File: config.mk
export PLATFORM = sky130hd
export DESIGN_NAME = pc_seq_unit
export DESIGN_NICKNAME = d
export VERILOG_FILES = /design/src/rtl/pc_seq_pkg.sv /design/src/rtl/pc_phase_gen.sv /design/src/rtl/pc_ret_stack.sv /design/src/rtl/pc_next_sel.sv /design/src/rtl/pc_seq_unit.sv
export SDC_FILE = /design/constraint.sdc
export NUM_CORES = 1
export LEC_CHECK = 0
export ABC_CLOCK_PERIOD_IN_PS = 6100
export BUFFER_PORTS_ARGS = -buffer_cell sky130_fd_sc_hd__buf_2
export CORE_UTILIZATION = 55
export DETAILED_ROUTE_END_ITERATION = 7
export PLACE_DENSITY = 0.75
export SETUP_SLACK_MARGIN = 0.2
export SLEW_MARGIN = 10
export SYNTH_ARGS = -nofsm -noshare
export SYNTH_HDL_FRONTEND = slang
export SYNTH_SLANG_ARGS = --single-unit
export TNS_END_PERCENT = 5
File: constraint.sdc
create_clock -name clk -period 6.1 [get_ports clk]
set_input_delay 0.305 -clock clk [delete_from_list [all_inputs] [get_ports clk]]
set_output_delay 0.305 -clock clk [all_outputs]
set_load 0.02 [all_outputs]
File: src/rtl/pc_seq_pkg.sv
package pc_seq_pkg;

    localparam int PHASES = 4;
    localparam int PH_W   = $clog2(PHASES);
    localparam int IRQ_N  = 3;
    localparam int IRQ_IW = $clog2(IRQ_N);

    typedef enum logic [2:0] {
        CTL_STEP = 3'd0,
        CTL_SKIP = 3'd1,
        CTL_PCLW = 3'd2,
        CTL_JMP  = 3'd3,
        CTL_CALL = 3'd4,
        CTL_RET  = 3'd5
    } pc_ctl_e;

    // Vector address of request index idx: 4 * (idx + 1)
    function automatic logic [7:0] vec_of(input logic [IRQ_IW-1:0] idx);
        logic [7:0] n;
        n = 8'(idx) + 8'd1;
        return {n[5:0], 2'b00};
    endfunction

endpackage

File: src/rtl/pc_phase_gen.sv
module pc_phase_gen
    import pc_seq_pkg::*;
(
    input  logic            clk,
    input  logic            rst,
    output logic [PH_W-1:0] phase,
    output logic            upd
);
    always_ff @(posedge clk) begin
        if (rst)
            phase <= '0;
        else if (phase == PH_W'(PHASES - 1))
            phase <= '0;
        else
            phase <= phase + PH_W'(1);
    end

    assign upd = (phase == PH_W'(PHASES - 1));
endmodule

File: src/rtl/pc_ret_stack.sv
module pc_ret_stack #(
    parameter int DEPTH = 6,
    parameter int W     = 11
) (
    input  logic         clk,
    input  logic         rst,
    input  logic         push,
    input  logic         pop,
    input  logic [W-1:0] din,
    output logic [W-1:0] top,
    output logic         full,
    output logic         empty
);
    localparam int CW = $clog2(DEPTH + 1);
    localparam int IW = (DEPTH > 1) ? $clog2(DEPTH) : 1;

    logic [W-1:0]  mem [DEPTH];
    logic [CW-1:0] cnt;
    logic [CW-1:0] cnt_m1;

    assign full   = (cnt == CW'(DEPTH));
    assign empty  = (cnt == '0);
    assign cnt_m1 = cnt - CW'(1);

    always_ff @(posedge clk) begin
        if (rst) begin
            cnt <= '0;
        end else if (push && !full) begin
            mem[IW'(cnt)] <= din;
            cnt           <= cnt + CW'(1);
        end else if (pop && !empty) begin
            cnt <= cnt_m1;
        end
    end

    assign top = empty ? mem[0] : mem[IW'(cnt_m1)];
endmodule

File: src/rtl/pc_next_sel.sv
module pc_next_sel
    import pc_seq_pkg::*;
#(
    parameter int PC_W = 11
) (
    input  logic [PC_W-1:0]  pc,
    input  pc_ctl_e          ctl,
    input  logic             skip_hit,
    input  logic [PC_W-1:0]  tgt_addr,
    input  logic [7:0]       pcl_data,
    input  logic [IRQ_N-1:0] irq_req,
    input  logic             flush,
    input  logic             full,
    input  logic             empty,
    input  logic [PC_W-1:0]  top,
    output logic [PC_W-1:0]  nxt_pc,
    output logic             nxt_flush,
    output logic             push,
    output logic             pop,
    output logic [IRQ_N-1:0] ack
);
    logic [PC_W-1:0]   inc_pc;
    logic [PC_W-1:0]   pcl_pc;
    logic [IRQ_IW-1:0] win;
    logic              any_req;

    assign inc_pc = pc + PC_W'(1);

    generate
        if (PC_W > 8) begin : g_page
            assign pcl_pc = {pc[PC_W-1:8], pcl_data};
        end else begin : g_flat
            assign pcl_pc = pcl_data[PC_W-1:0];
        end
    endgenerate

    // Lowest set request bit has the highest priority
    always_comb begin
        win     = '0;
        any_req = 1'b0;
        for (int i = IRQ_N - 1; i >= 0; i--) begin
            if (irq_req[i]) begin
                win     = IRQ_IW'(i);
                any_req = 1'b1;
            end
        end
    end

    always_comb begin
        nxt_pc    = inc_pc;
        nxt_flush = 1'b0;
        push      = 1'b0;
        pop       = 1'b0;
        ack       = '0;
        if (!flush) begin
            case (ctl)
                CTL_SKIP: nxt_flush = skip_hit;
                CTL_PCLW: begin
                    nxt_pc    = pcl_pc;
                    nxt_flush = 1'b1;
                end
                CTL_JMP: begin
                    nxt_pc    = tgt_addr;
                    nxt_flush = 1'b1;
                end
                CTL_CALL: begin
                    nxt_pc    = tgt_addr;
                    nxt_flush = 1'b1;
                    push      = !full;
                end
                CTL_RET: begin
                    nxt_pc    = top;
                    nxt_flush = 1'b1;
                    pop       = !empty;
                end
                default: begin
                    if (any_req && !full) begin
                        nxt_pc    = PC_W'(vec_of(win));
                        nxt_flush = 1'b1;
                        push      = 1'b1;
                        ack[win]  = 1'b1;
                    end
                end
            endcase
        end
    end
endmodule

File: src/rtl/pc_seq_unit.sv
module pc_seq_unit
    import pc_seq_pkg::*;
#(
    parameter int PC_W      = 11,
    parameter int STK_DEPTH = 6
) (
    input  logic             clk,
    input  logic             rst,
    input  logic [2:0]       ctrl,
    input  logic             skip_hit,
    input  logic [PC_W-1:0]  tgt_addr,
    input  logic [7:0]       pcl_data,
    input  logic [IRQ_N-1:0] irq_req,
    output logic [PC_W-1:0]  pc,
    output logic [PH_W-1:0]  phase,
    output logic             flush,
    output logic             stk_push,
    output logic             stk_pop,
    output logic             stk_full,
    output logic [IRQ_N-1:0] irq_ack
);
    logic            upd;
    logic [PC_W-1:0] nxt_pc;
    logic            nxt_flush;
    logic            push_req;
    logic            pop_req;
    logic [IRQ_N-1:0] ack_req;
    logic [PC_W-1:0] stk_top;
    logic            stk_empty;
    pc_ctl_e         ctl;

    assign ctl = pc_ctl_e'(ctrl);

    pc_phase_gen u_phase (
        .clk   (clk),
        .rst   (rst),
        .phase (phase),
        .upd   (upd)
    );

    pc_next_sel #(.PC_W(PC_W)) u_sel (
        .pc        (pc),
        .ctl       (ctl),
        .skip_hit  (skip_hit),
        .tgt_addr  (tgt_addr),
        .pcl_data  (pcl_data),
        .irq_req   (irq_req),
        .flush     (flush),
        .full      (stk_full),
        .empty     (stk_empty),
        .top       (stk_top),
        .nxt_pc    (nxt_pc),
        .nxt_flush (nxt_flush),
        .push      (push_req),
        .pop       (pop_req),
        .ack       (ack_req)
    );

    assign stk_push = upd && push_req;
    assign stk_pop  = upd && pop_req;
    assign irq_ack  = upd ? ack_req : '0;

    pc_ret_stack #(.DEPTH(STK_DEPTH), .W(PC_W)) u_stack (
        .clk   (clk),
        .rst   (rst),
        .push  (stk_push),
        .pop   (stk_pop),
        .din   (pc),
        .top   (stk_top),
        .full  (stk_full),
        .empty (stk_empty)
    );

    always_ff @(posedge clk) begin
        if (rst) begin
            pc    <= '0;
            flush <= 1'b1;
        end else if (upd) begin
            pc    <= nxt_pc;
            flush <= nxt_flush;
        end
    end
endmodule

==> results.cfg, run 1 <==
[grt]
grt_overflow_total = 0
antenna_found_initial = 0
grt_max_degree = 30
track_usage = 0.291
grt_first_pass_wirelength_um = 17800
grt_pass1_vias = 3210

[sta]
final.setup.worst_slack_ns = 3.23
fin_setup_tns_ns = 0
setup_violations = 0
drv_slew = 0
fin_skew_ns = 0.0117
max_slew_margin = 0.460
fin_crit_ns = 2.87
finalHoldViolCount = 0
grt_setup_unrepaired = false
worst_pin_slew_ns = 0.804
fmax_mhz = 348
fin_crit_sh = 0.471

[clocking]
cts_tree = yes
cts-root-buf = clkbuf_8
cts_made_buffers = 9
worstSkewPairLatency_ns = 0.37
clkTransAtPathRegs_ns = 0.09
postCtsHoldBufs = 0
cts.sinks = 83
cts_htree_levels = 3
post-cts-setup-buffer-count = 0
cts_resized = 0
clock_path_buffers = 2

[worst_setup_path]
r2r_start = u_phase.phase[0]
startpoint_type = flip-flop
cp_top_family = simple AND/OR/NAND/NOR gates
endpoint_kind = output port
cp_max_fo = 18
slowest_delay_ns = 0.67
crit_path_start = u_stack.cnt[1]
critPathBufInv = 2
critPathSlowestCell = nor3_1
cp_cell_sequence = inv_1 > ha_1 > nor2b_1 > nor3_1 > buf_2
crit_arrival_ns = 2.57
required_ns = 5.79
path_class = reg2out

[die]
rows = 32
core_area_um2 = 7810
die_x_um = 92.2
die-area_um2 = 8500
start_util = 0.573
io_pins = 48
die_height_um = 92.2

[hold_path]
hp-start = skip_hit
hp-class = in2reg

[finish]
nFillCells = 630
design_area_um2 = 4980
num_antenna_cells = 0
layout-drive-gt1-share = 0.229
fin_nets = 463
syn_to_final_growth_pct = 11.2

[routing]
met1_length_um = 4900
first_pass_iters = 5
totalWireLength_um = 11700
avgViaCountPerCell = 6.46
wl_met3_um = 1060
wl_per_cell_um = 21.9
drtIter0Drc = 418
met2_length_um = 5340
route.detailed.drc = 0
routed.top_layer = met4
num_vias = 3457
ant_nets = 0

[place]
dp_worst_setup_slack_ns = 3.52
port_buffers = 47
postPlaceCellArea_um2 = 4760
dp_hpwl_um = 8240
place.gp.congestion = 0.917

[logic_synthesis]
synthesis.area_um2 = 4470
async_flop_share = 0
synth_common_cells = 66 x edfxtp_1, 30 x a21oi_1, 24 x o21ai_0
synth_top_area_frac = 0.443
syn_avg_cell_area_um2 = 11.5
syn_inst = 389
synth_edf_count = 66
yosys-top-cells-area = edfxtp_1 44%, dfxtp_1 7.6%, mux4_2 5.5%
yosysTopAreaCell = edfxtp_1
yosysMostFrequentCell = edfxtp_1
ys_seq_area_frac = 0.519
yosysWarnings = 0
synth_nets = 423
synthFlopType = edfxtp_1
synth_seq_cells = 83
post_synth_num_cell_types = 66

[flow_run]
drv_cap = 0

[run_status]
outcome = finished, final reports clean

[power_and_ir_drop]
leakagePower_nw = 1.84
ir_drop_mv = 0.197
power_density_nw_per_um2 = 228
==> where the power goes <==
group	switching, mW	internal (mW)	leakage, nW
Clock	0.203	0.231	0.103
Sequential	0.0114	0.610	0.798
Combinational	0.0463	0.0319	0.940
Total	0.260	0.873	1.84
==> kinds of logic after synthesis <==
family	count (synthesis)	share of synthesized area
compound gates	116	0.174
simple gates	114	0.145
flops	83	0.519
buf+inv	36	0.0378
mux	31	0.102
fa+ha+maj	6	0.0168
xor+xnor	3	0.00588
==> final cells by class <==
class,count,area [um2],area share
flip-flops and latches,83,2320,0.467
multi-input cells,270,1990,0.400
repair buffers,53,280,0.0563
clock buffers,10,128,0.0256
well taps,102,128,0.0256
clock inverters,5,85.1,0.0171
inverters,12,45.0,0.00905
==> final timing paths <==
| check | to | slack, ns | depth (start not counted) |
|---|---|---|---|
| worst min-delay path | flush | 0.24 | 3 |
| worst max-delay path | stk_pop | 3.23 | 5 |
| worst min register to register | u_phase.phase[0] | 0.45 | 1 |
| worst max register to register | u_stack.mem[1][10] | 3.42 | 7 |
==> registers in the layout (all words and copies together) (netlist names) <==
| name | flops |
|---|---|
| u_stack.mem | 66 |
| pc | 11 |
| u_stack.cnt | 3 |
| u_phase.phase | 2 |
| flush | 1 |
==> through the flow <==
step	hold WS (ns)	utilization	power (mW)	instances
after floorplan	0.506	-	0.682	389
after global placement	0.432	0.610	0.711	520
after detailed placement	0.445	0.610	0.711	520
after CTS	0.229	0.637	1.13	535
after global routing	0.303	0.637	1.16	535
final	0.236	0.637	1.13	535
==> layer usage <==
metal | GRT usage | vias up
met4 | 0.133 | 0
met2 | 0.435 | 169
met1 | 0.411 | 1666
met3 | 0.0564 | 33
met5 | 0 | -
li1 | - | 1589
==> cell usage in the layout (no fill, tap or decap), types with 7 or more instances in the layout <==
cell / synthesis / layout
clkbuf_8: 0 / 9
dfxtp_1: 17 / 17
o211ai_1: 7 / 7
mux2_2: 7 / 7
nand3_1: 9 / 9
nor2_1: 18 / 18
o21ai_0: 24 / 24
buf_2: 3 / 47
edfxtp_1: 66 / 66
nor2b_1: 8 / 8
mux2i_1: 13 / 13
a21oi_1: 30 / 30
inv_1: 10 / 10
nor3_1: 17 / 17
nand2_1: 18 / 18
mux4_2: 11 / 11
==> worst min-delay path, delay by kind of cell <==
kind | cells | cell delay, ns
compound gates | 2 | 0.20
buf+inv | 1 | 0.07
(Power assumes the default switching activity.)
==> inputs of run 2 (changes only) <==
- ABC_CLOCK_PERIOD_IN_PS: 6100 -> 2500
- CORE_UTILIZATION: 55 -> 53
- PLACE_DENSITY: 0.75 -> 0.76
- clock period: 6.1 -> 2.5 ns (I/O delays scaled with it)
==> run 2 against run 1 <==
Global-route usage rose by 0.83 points. Utilization rose by 1.6 points. Sequential power rose by 140%. Final cell count rose by 6.4%. Critical path type is now reg2reg.
==> results.cfg, run 2 (synthesized netlist as in run 1, its figures left out) <==
[place]
dp_worst_setup_slack_ns = 0.170
postPlaceCellArea_um2 = 5080
place.gp.congestion = 0.928
dp_hpwl_um = 8590
numPlacedInstances = 546
port_buffers = 47

[routing]
totalWireLength_um = 12400
route.detailed.drc = 0
avgViaCountPerCell = 6.53
ant_nets = 0
wl_per_cell_um = 21.9
num_vias = 3716
first_pass_iters = 5
drtIter0Drc = 371

[hold_path]
hp-class = in2reg
holdPathStages = 3

[finish]
layout-drive-gt1-share = 0.313
num_antenna_cells = 0
largest_reg_flops = 66
fin_nets = 493
design_area_um2 = 5340
syn_to_final_growth_pct = 19.4
final_cell_mix = 66 x edfxtp_1, 47 x buf_2, 32 x buf_4
nFillCells = 638
layout.cells.non_filler = 569
fin_util = 0.653
multi_input_area_um2 = 2080
seq_area_um2 = 2320
top_regs = u_stack.mem x66, pc x11, u_stack.cnt x3
largest_register = u_stack.mem
final_common_cell = edfxtp_1

[power_and_ir_drop]
ir_drop_mv = 0.318
leakagePower_nw = 2.03
power_density_nw_per_um2 = 512

[die]
die_x_um = 93.9
core_area_um2 = 8180
die-area_um2 = 8810
start_util = 0.547
rows = 33
io_pins = 48
die_height_um = 93.9

[sta]
finalHoldViolCount = 0
max_slew_margin = 0.492
fmax_mhz = 446
setup_violations = 0
grt_setup_unrepaired = true
worst_pin_slew_ns = 0.755
fin_hold_ws_ns = 0.0961
drv_slew = 0
fin_crit_ns = 2.24
fin_crit_sh = 0.897
fin_skew_ns = 0.00881
final.setup.worst_slack_ns = 0.257

[flow_run]
drv_cap = 0

[clocking]
worstSkewPairLatency_ns = 0.37
clock_path_buffers = 2
cts-root-buf = clkbuf_8
cts_made_buffers = 9
cts_tree = yes
cts.sinks = 83
postCtsHoldBufs = 0
clkTransAtPathRegs_ns = 0.09
cts_htree_levels = 3

[worst_setup_path]
crit_arrival_ns = 2.33
slowest_delay_ns = 0.47
critPathBufInv = 3
cp_max_fo = 8
critPathSlowestCell = or3_4
endpoint_kind = flip-flop
required_ns = 2.59
cp_top_family = simple AND/OR/NAND/NOR gates
path_class = reg2reg
cp.depth = 9
ff2ff_path_depth = 9
cp_cell_sequence = clkinvlp_4 > ha_4 > nand2_4 > inv_4 > nor2_4 > o21ai_4 > or3_4 > nor3_4 > buf_12
startpoint_type = flip-flop

[grt]
grt_max_degree = 30
grt_overflow_total = 0
grt_first_pass_wirelength_um = 18900
track_usage = 0.299
antenna_found_initial = 0
grt_pass1_vias = 3437

[run_status]
outcome = finished, final reports clean
[run 2: cell count changes in the layout (fill, tap and decap cells not counted), moves of 2 or more]
cell and change:
buf_12 +3, ha_1 -2, dfxtp_1 -2, buf_4 +26, inv_1 -2, nor3_1 -5
nor3_4 +4, dfxtp_2 +2
[run 2: final timing paths]
kind                                        from           endpoint  slack (ns)
worst min-delay path                    skip_hit              flush         0.1
worst max register to register    u_stack.cnt[0]  u_stack.mem[1][9]        0.26
worst min register to register  u_phase.phase[0]   u_phase.phase[0]        0.47
worst max-delay path              u_stack.cnt[0]  u_stack.mem[1][9]        0.26
[run 2: stage by stage]
step	TNS [ns]	total power [mW]
final	0	2.74
after global routing	0	2.81
after CTS	0	2.74
after detailed placement	0	1.75
after global placement	0	1.74
after floorplan	-10.46	1.67
[run 2: cell type report]
| class | instances | area share |
|---|---|---|
| multi-input combinational | 270 | 0.390 |
| timing repair buffer | 83 | 0.102 |
| clock buffer | 11 | 0.0265 |
| clock inverter | 5 | 0.0112 |
| tap | 105 | 0.0246 |
| inverter | 12 | 0.00961 |
| sequential | 83 | 0.435 |
[run 2: metal layers]
| metal | routed length [um] | vias to the layer above | global-route usage |
|---|---|---|---|
| li1 | - | 1650 | - |
| met1 | 5070 | 1815 | 0.401 |
| met2 | 5760 | 206 | 0.456 |
| met3 | 1080 | 45 | 0.0704 |
| met4 | 519 | 0 | 0.147 |
| met5 | 0 | - | 0 |
[run 2: power by group]
group          switching (mW)  internal (mW)
Clock                   0.517          0.495
Combinational           0.135         0.0890
Sequential             0.0128           1.49
[run 2: repair_timing]
action / CTS / global route
pin swaps: 2 / 4
buffers inserted: 4 / 2
endpoints found under the setup margin: 39 / 52
gates cloned: 0 / 1
resized for setup: 0 / 4
[run 2: worst min-delay path: stages]
cell     delay, ns
buf_2         0.08
o21ai_0       0.07
o21ai_0       0.16
